File: src/rtl/rc6_pkg.sv
package rc6_pkg;

    localparam int WORD_W   = 32;
    localparam int ROUNDS   = 20;
    localparam int KPAIRS   = ROUNDS + 2;
    localparam int KIDX_W   = $clog2(KPAIRS);
    localparam int ROT_W    = $clog2(WORD_W);
    localparam int CNT_W    = $clog2(ROUNDS + 1);
    localparam int LATENCY  = ROUNDS + 2;
    localparam int BLK_W    = 4 * WORD_W;

    typedef logic [WORD_W-1:0] word_t;

    // last member lands in the least significant bits: word a is the low word
    typedef struct packed {
        word_t d;
        word_t c;
        word_t b;
        word_t a;
    } blk_t;

    typedef enum logic [1:0] {
        PH_IDLE,
        PH_PRE,
        PH_RND,
        PH_POST
    } phase_e;

    function automatic word_t rotl(input word_t x, input logic [ROT_W-1:0] s);
        logic [2*WORD_W-1:0] dbl;
        dbl = {x, x} << s;
        return dbl[2*WORD_W-1:WORD_W];
    endfunction

    function automatic word_t quad(input word_t x);
        word_t odd2;
        word_t prod;
        odd2 = {x[WORD_W-2:0], 1'b1};
        prod = x * odd2;
        return prod;
    endfunction

endpackage

File: src/rtl/rc6_round.sv
module rc6_round
    import rc6_pkg::*;
(
    input  blk_t  cur,
    input  word_t k_even,
    input  word_t k_odd,
    output blk_t  nxt
);
    localparam logic [ROT_W-1:0] FIXED_ROT = ROT_W'(ROT_W);

    word_t t_mix;
    word_t u_mix;
    word_t a_new;
    word_t c_new;

    always_comb begin
        t_mix = rotl(quad(cur.b), FIXED_ROT);
        u_mix = rotl(quad(cur.d), FIXED_ROT);
        a_new = rotl(cur.a ^ t_mix, u_mix[ROT_W-1:0]) + k_even;
        c_new = rotl(cur.c ^ u_mix, t_mix[ROT_W-1:0]) + k_odd;
        nxt.a = cur.b;
        nxt.b = c_new;
        nxt.c = cur.d;
        nxt.d = a_new;
    end
endmodule

File: src/rtl/rc6_whiten.sv
module rc6_whiten
    import rc6_pkg::*;
#(
    parameter bit POST = 1'b0
) (
    input  blk_t  cur,
    input  word_t k_even,
    input  word_t k_odd,
    output blk_t  nxt
);
    generate
        if (POST) begin : g_post
            always_comb begin
                nxt   = cur;
                nxt.a = cur.a + k_even;
                nxt.c = cur.c + k_odd;
            end
        end else begin : g_pre
            always_comb begin
                nxt   = cur;
                nxt.b = cur.b + k_even;
                nxt.d = cur.d + k_odd;
            end
        end
    endgenerate
endmodule

File: src/rtl/rc6_ctrl.sv
module rc6_ctrl
    import rc6_pkg::*;
(
    input  logic              clk,
    input  logic              rst,
    input  logic              in_valid,
    output phase_e            phase,
    output logic              accept,
    output logic              in_ready,
    output logic [KIDX_W-1:0] kidx
);
    phase_e            phase_q;
    logic [CNT_W-1:0]  rnd_q;

    assign phase    = phase_q;
    assign in_ready = (phase_q == PH_IDLE);
    assign accept   = in_ready && in_valid;

    always_comb begin
        unique case (phase_q)
            PH_RND:  kidx = KIDX_W'(rnd_q);
            PH_POST: kidx = KIDX_W'(KPAIRS - 1);
            default: kidx = '0;
        endcase
    end

    always_ff @(posedge clk) begin
        if (rst) begin
            phase_q <= PH_IDLE;
            rnd_q   <= '0;
        end else begin
            unique case (phase_q)
                PH_IDLE: if (accept) phase_q <= PH_PRE;
                PH_PRE: begin
                    phase_q <= PH_RND;
                    rnd_q   <= CNT_W'(1);
                end
                PH_RND: begin
                    if (rnd_q == CNT_W'(ROUNDS)) begin
                        phase_q <= PH_POST;
                        rnd_q   <= '0;
                    end else begin
                        rnd_q <= rnd_q + CNT_W'(1);
                    end
                end
                default: phase_q <= PH_IDLE;
            endcase
        end
    end

    // busy core never reports ready
    a_r2_ready_only_idle: assert property (@(posedge clk) disable iff (rst)
        (phase_q != PH_IDLE) |-> !in_ready);

    // key pair address stays within the 22 stored pairs
    a_r4_kidx_range: assert property (@(posedge clk) disable iff (rst)
        kidx < KIDX_W'(KPAIRS));

    // address advances by one each busy cycle after the first
    a_r4_kidx_step: assert property (@(posedge clk) disable iff (rst)
        (phase_q != PH_IDLE && phase_q != PH_PRE) |->
            kidx == $past(kidx) + KIDX_W'(1));
endmodule

File: src/rtl/rc6_iter_core.sv
module rc6_iter_core
    import rc6_pkg::*;
(
    input  logic                   clk,
    input  logic                   rst,
    input  logic                   in_valid,
    output logic                   in_ready,
    input  logic [BLK_W-1:0]       data_in,
    output logic [KIDX_W-1:0]      key_index,
    input  logic [2*WORD_W-1:0]    key_word,
    output logic                   done,
    output logic [BLK_W-1:0]       data_out
);
    localparam int LCNT_W = $clog2(LATENCY + 2);

    phase_e phase;
    logic   accept;
    blk_t   blk_q;
    blk_t   pre_nxt;
    blk_t   rnd_nxt;
    blk_t   post_nxt;
    word_t  k_even;
    word_t  k_odd;
    logic   done_q;
    blk_t   out_q;

    assign k_even = key_word[WORD_W-1:0];
    assign k_odd  = key_word[2*WORD_W-1:WORD_W];

    rc6_ctrl u_ctrl (
        .clk      (clk),
        .rst      (rst),
        .in_valid (in_valid),
        .phase    (phase),
        .accept   (accept),
        .in_ready (in_ready),
        .kidx     (key_index)
    );

    rc6_whiten #(.POST(1'b0)) u_pre (
        .cur(blk_q), .k_even(k_even), .k_odd(k_odd), .nxt(pre_nxt)
    );

    rc6_round u_round (
        .cur(blk_q), .k_even(k_even), .k_odd(k_odd), .nxt(rnd_nxt)
    );

    rc6_whiten #(.POST(1'b1)) u_post (
        .cur(blk_q), .k_even(k_even), .k_odd(k_odd), .nxt(post_nxt)
    );

    always_ff @(posedge clk) begin
        if (rst) begin
            blk_q  <= '0;
            out_q  <= '0;
            done_q <= 1'b0;
        end else begin
            done_q <= 1'b0;
            unique case (phase)
                PH_IDLE: if (accept) blk_q <= blk_t'(data_in);
                PH_PRE:  blk_q <= pre_nxt;
                PH_RND:  blk_q <= rnd_nxt;
                default: begin
                    out_q  <= post_nxt;
                    done_q <= 1'b1;
                end
            endcase
        end
    end

    assign done     = done_q;
    assign data_out = out_q;

    // checker: cycles elapsed since the last accepted block, saturating
    logic [LCNT_W-1:0] since_acc;
    always_ff @(posedge clk) begin
        if (rst)
            since_acc <= '1;
        else if (accept)
            since_acc <= '0;
        else if (since_acc != '1)
            since_acc <= since_acc + LCNT_W'(1);
    end

    // done is a single-cycle pulse
    a_r9_done_pulse: assert property (@(posedge clk) disable iff (rst)
        done |=> !done);

    // done appears exactly LATENCY edges after acceptance
    a_r9_latency: assert property (@(posedge clk) disable iff (rst)
        done |-> since_acc == LCNT_W'(LATENCY));

    // ciphertext held between completions
    a_r10_hold: assert property (@(posedge clk) disable iff (rst)
        !done |-> $stable(data_out));

    // ready is back in the cycle the result is announced
    a_r11_ready_at_done: assert property (@(posedge clk) disable iff (rst)
        done |-> in_ready);
endmodule

File: config.mk
export PLATFORM = sky130hd
export DESIGN_NAME = rc6_iter_core
export DESIGN_NICKNAME = d
export VERILOG_FILES = /design/src/rtl/rc6_pkg.sv /design/src/rtl/rc6_round.sv /design/src/rtl/rc6_whiten.sv /design/src/rtl/rc6_ctrl.sv /design/src/rtl/rc6_iter_core.sv
export SDC_FILE = /design/constraint.sdc
export NUM_CORES = 2
export LEC_CHECK = 0
export ABC_AREA = 1
export BUFFER_PORTS_ARGS = -buffer_cell sky130_fd_sc_hd__buf_2
export CORE_MARGIN = 2
export CORE_UTILIZATION = 45
export CTS_CLUSTER_SIZE = 16
export DETAILED_ROUTE_END_ITERATION = 6
export PLACE_DENSITY = 0.71
export SLEW_MARGIN = 20
export SYNTH_ARGS = -nofsm -noshare
export SYNTH_HDL_FRONTEND = slang
export SYNTH_SLANG_ARGS = --single-unit
File: constraint.sdc
create_clock -name clk -period 15.5 [get_ports clk]
set_input_delay 3.875 -clock clk [delete_from_list [all_inputs] [get_ports clk]]
set_output_delay 3.875 -clock clk [all_outputs]
set_load 0.02 [all_outputs]
==> qor.csv <==
stage,metric,value,unit
clocking,root_buffer,clkbuf_16,
timing,period_minus_slack,12.62,ns
final_layout,nets,8689,
logic_synthesis,synth_most_common_cell,nand2_1,
timing,max_slew.worst_pin.slew,1.15,ns
critical_path,endpoint_kind,flip-flop,
place,place_hpwl,165000,microns
drt,num_vias,50000,
logic_synthesis,synth_largest_area_cell,fa_1,
critical_path,crit_type,reg2reg,
logic_synthesis,syn-num-nets,8539,
die,die_area,0.119,sq mm
critical_path,cp_slowest_cell,dfxtp_1,
final_layout,syn_to_final_growth,8.17,%
timing,setup_viol,0,
timing,tns,0,ns
final_layout,fill_cells,11600,
logic_synthesis,yosys_warnings,0,
clocking,h-tree-depth,2,
clocking,cts_resized,0,
timing,rsz0062_at_grt,no,
logic_synthesis,synth_top_area_share,28.2,%
drt,drt-initial-drc-count,5346,
drt,drt.antenna.violating_nets,0,
drt,viasPerCell,5.65,
logic_synthesis,synth_edf_count,0,
clocking,post_cts_buffers,0,
final_layout,final_layout_size_suffix_gt1_share,8.24,%
critical_path,arrival,13.06,ns
drt,wl,206000,microns
clocking,clock_path_buffers,3,
drt,drtPass1Iterations,6,
clocking,hold_buffers,0,
status,status,finished clean,
die,die_x,345,microns
clocking,clkTransAtPathRegs,0.06,ns
logic_synthesis,synthTopCellsByCount,"nand2_1 (1463), inv_1 (1459), fa_1 (736), ha_1 (467), a21oi_1 (423)",
global_routing,grt_max_degree,90,
global_routing,grtUsageTotal,34.7,%
critical_path,slowest_delay,1.05,ns
logic_synthesis,syn_avg_cell_area,7.32,sq um
critical_path,path_max_fanout,34,
place,gp_congestion,1.03,
clocking,clk_latency,0.65,ns
critical_path,startpoint_type,flip-flop,
logic_synthesis,ys_types,66,
critical_path,cpMostUsedCell,nand2_1,
clocking,cts_buffers,39,
die,num_io_pins,330,
global_routing,grt_pass1_vias,49300,
place,portBuffers,329,
clocking,cts.sinks,264,
logic_synthesis,synth_area_leaders,"fa_1 (28%), ha_1 (11%), nand2_1 (11%)",
job,maxCapViolations,0,
timing,clock.fmax,79.2,MHz
timing,fin_hold_ws,0.475,ns
timing,period_share,81.4,%
die,core,0.116,sq mm
logic_synthesis,syn_inst,7141,
logic_synthesis,synth_ff_type,dfxtp_1,
global_routing,grt-ovfl-total,0,
logic_synthesis,seq_area_frac_synth,10.1,%
global_routing,antenna_found_initial,18,
logic_synthesis,ys_seq_elements,264,
die,die_h,345,microns
timing,slew_headroom,23.5,%
clocking,cts_tree,yes,
timing,finalHoldViolCount,0,
die,start_util,45.1,%
drt,drcViolationCount,0,
global_routing,grt_pass1_wl,306000,microns
critical_path,worstPathRequired,15.94,ns
timing,drv_slew,0,
die,rows,125,
hold_path,hp-class,reg2reg,
logic_synthesis,syn_area,0.0522,sq mm
logic_synthesis,async_flop_share,0,%
timing,fin_skew,0.0577,ns
drt,wl_per_cell,23.3,microns
## layer usage
| metal | share of wire (%) | routed length [microns] | track usage, % | up-vias |
|---|---|---|---|---|
| met4 | 4.9 | 10100 | 14.5 | 18 |
| li1 | - | - | - | 22800 |
| met5 | 0.11 | 233 | 0 | - |
| met1 | 41 | 84600 | 47.2 | 24100 |
| met3 | 11 | 23500 | 8.67 | 474 |
| met2 | 42 | 87500 | 52.4 | 2651 |
## layout by cell type (no fill, tap or decap), types with 140 or more instances in the layout
| cell | synthesis | final |
|---|---|---|
| fa_1 | 736 | 736 |
| ha_1 | 467 | 465 |
| xor2_1 | 140 | 140 |
| nor2_1 | 340 | 339 |
| a21oi_1 | 423 | 423 |
| o21ai_0 | 353 | 353 |
| nand3_1 | 386 | 386 |
| dfxtp_1 | 264 | 261 |
| nand2_1 | 1463 | 1462 |
| buf_2 | 45 | 328 |
| inv_1 | 1459 | 1459 |
## cells by family after synthesis
kind of cell,Yosys count,share of synthesized area [%]
compound gates,1282,14.3
xor+xnor,234,3.97
fa+ha+maj,1203,39.4
mux,14,0.268
flops,264,10.1
simple gates,2364,18.9
buf+inv,1780,13.0
## worst paths after layout
| path | slack (ns) | end | start | cells after the start |
|---|---|---|---|---|
| worst min register to register | 0.48 | blk_q[45]$_SDFFE_PP0P_ | blk_q[45]$_SDFFE_PP0P_ | 2 |
| worst max register to register | 2.88 | blk_q[122]$_SDFFE_PP0P_ | blk_q[34]$_SDFFE_PP0P_ | 52 |
| worst min-delay path | 0.48 | blk_q[45]$_SDFFE_PP0P_ | blk_q[45]$_SDFFE_PP0P_ | 2 |
| worst max-delay path | 2.88 | blk_q[122]$_SDFFE_PP0P_ | blk_q[34]$_SDFFE_PP0P_ | 52 |
## metrics by stage
| step | utilization (%) | setup WS, ns | instance area (sq um) | cells |
|---|---|---|---|---|
| after floorplan | - | 5.50 | 52200 | 7141 |
| after global placement | 47.7 | 2.98 | 55200 | 8774 |
| after detailed placement | 47.7 | 2.91 | 55200 | 8774 |
| after CTS | 48.8 | 2.84 | 56500 | 8840 |
| after global routing | 48.8 | 2.04 | 56500 | 8840 |
| final | 48.8 | 2.88 | 56500 | 8845 |
## sequential cells by signal, summed over array words and instances (netlist names)
name	count
u_ctrl.rnd_q	5
data_out	128
done	1
u_ctrl.phase	2
blk_q	128
## critical path: cells and delay by family (launching register included)
family | cells | cell delay (ns)
adders and majority gates | 11 | 4.65
and+or+nand+nor | 22 | 2.74
AOI/OAI and AO/OA | 11 | 2.37
buffers and inverters | 7 | 1.38
DFF | 1 | 1.05
xor gates and xnor gates | 1 | 0.19
## final cells by class
cell class / count / area, sq um / share of cell area [%]
clock buffers: 49 / 1070 / 1.90
repair buffers: 407 / 2240 / 3.96
diodes: 5 / 12.5 / 0.0221
multi-input cells: 5097 / 40200 / 71.1
well taps: 1524 / 1910 / 3.37
flip-flops and latches: 264 / 5290 / 9.36
clock inverters: 17 / 225 / 0.399
inverters: 1482 / 5570 / 9.86
Power is not shown: default switching activity piles up to over one toggle a cycle in this logic, so the estimate is an artifact.
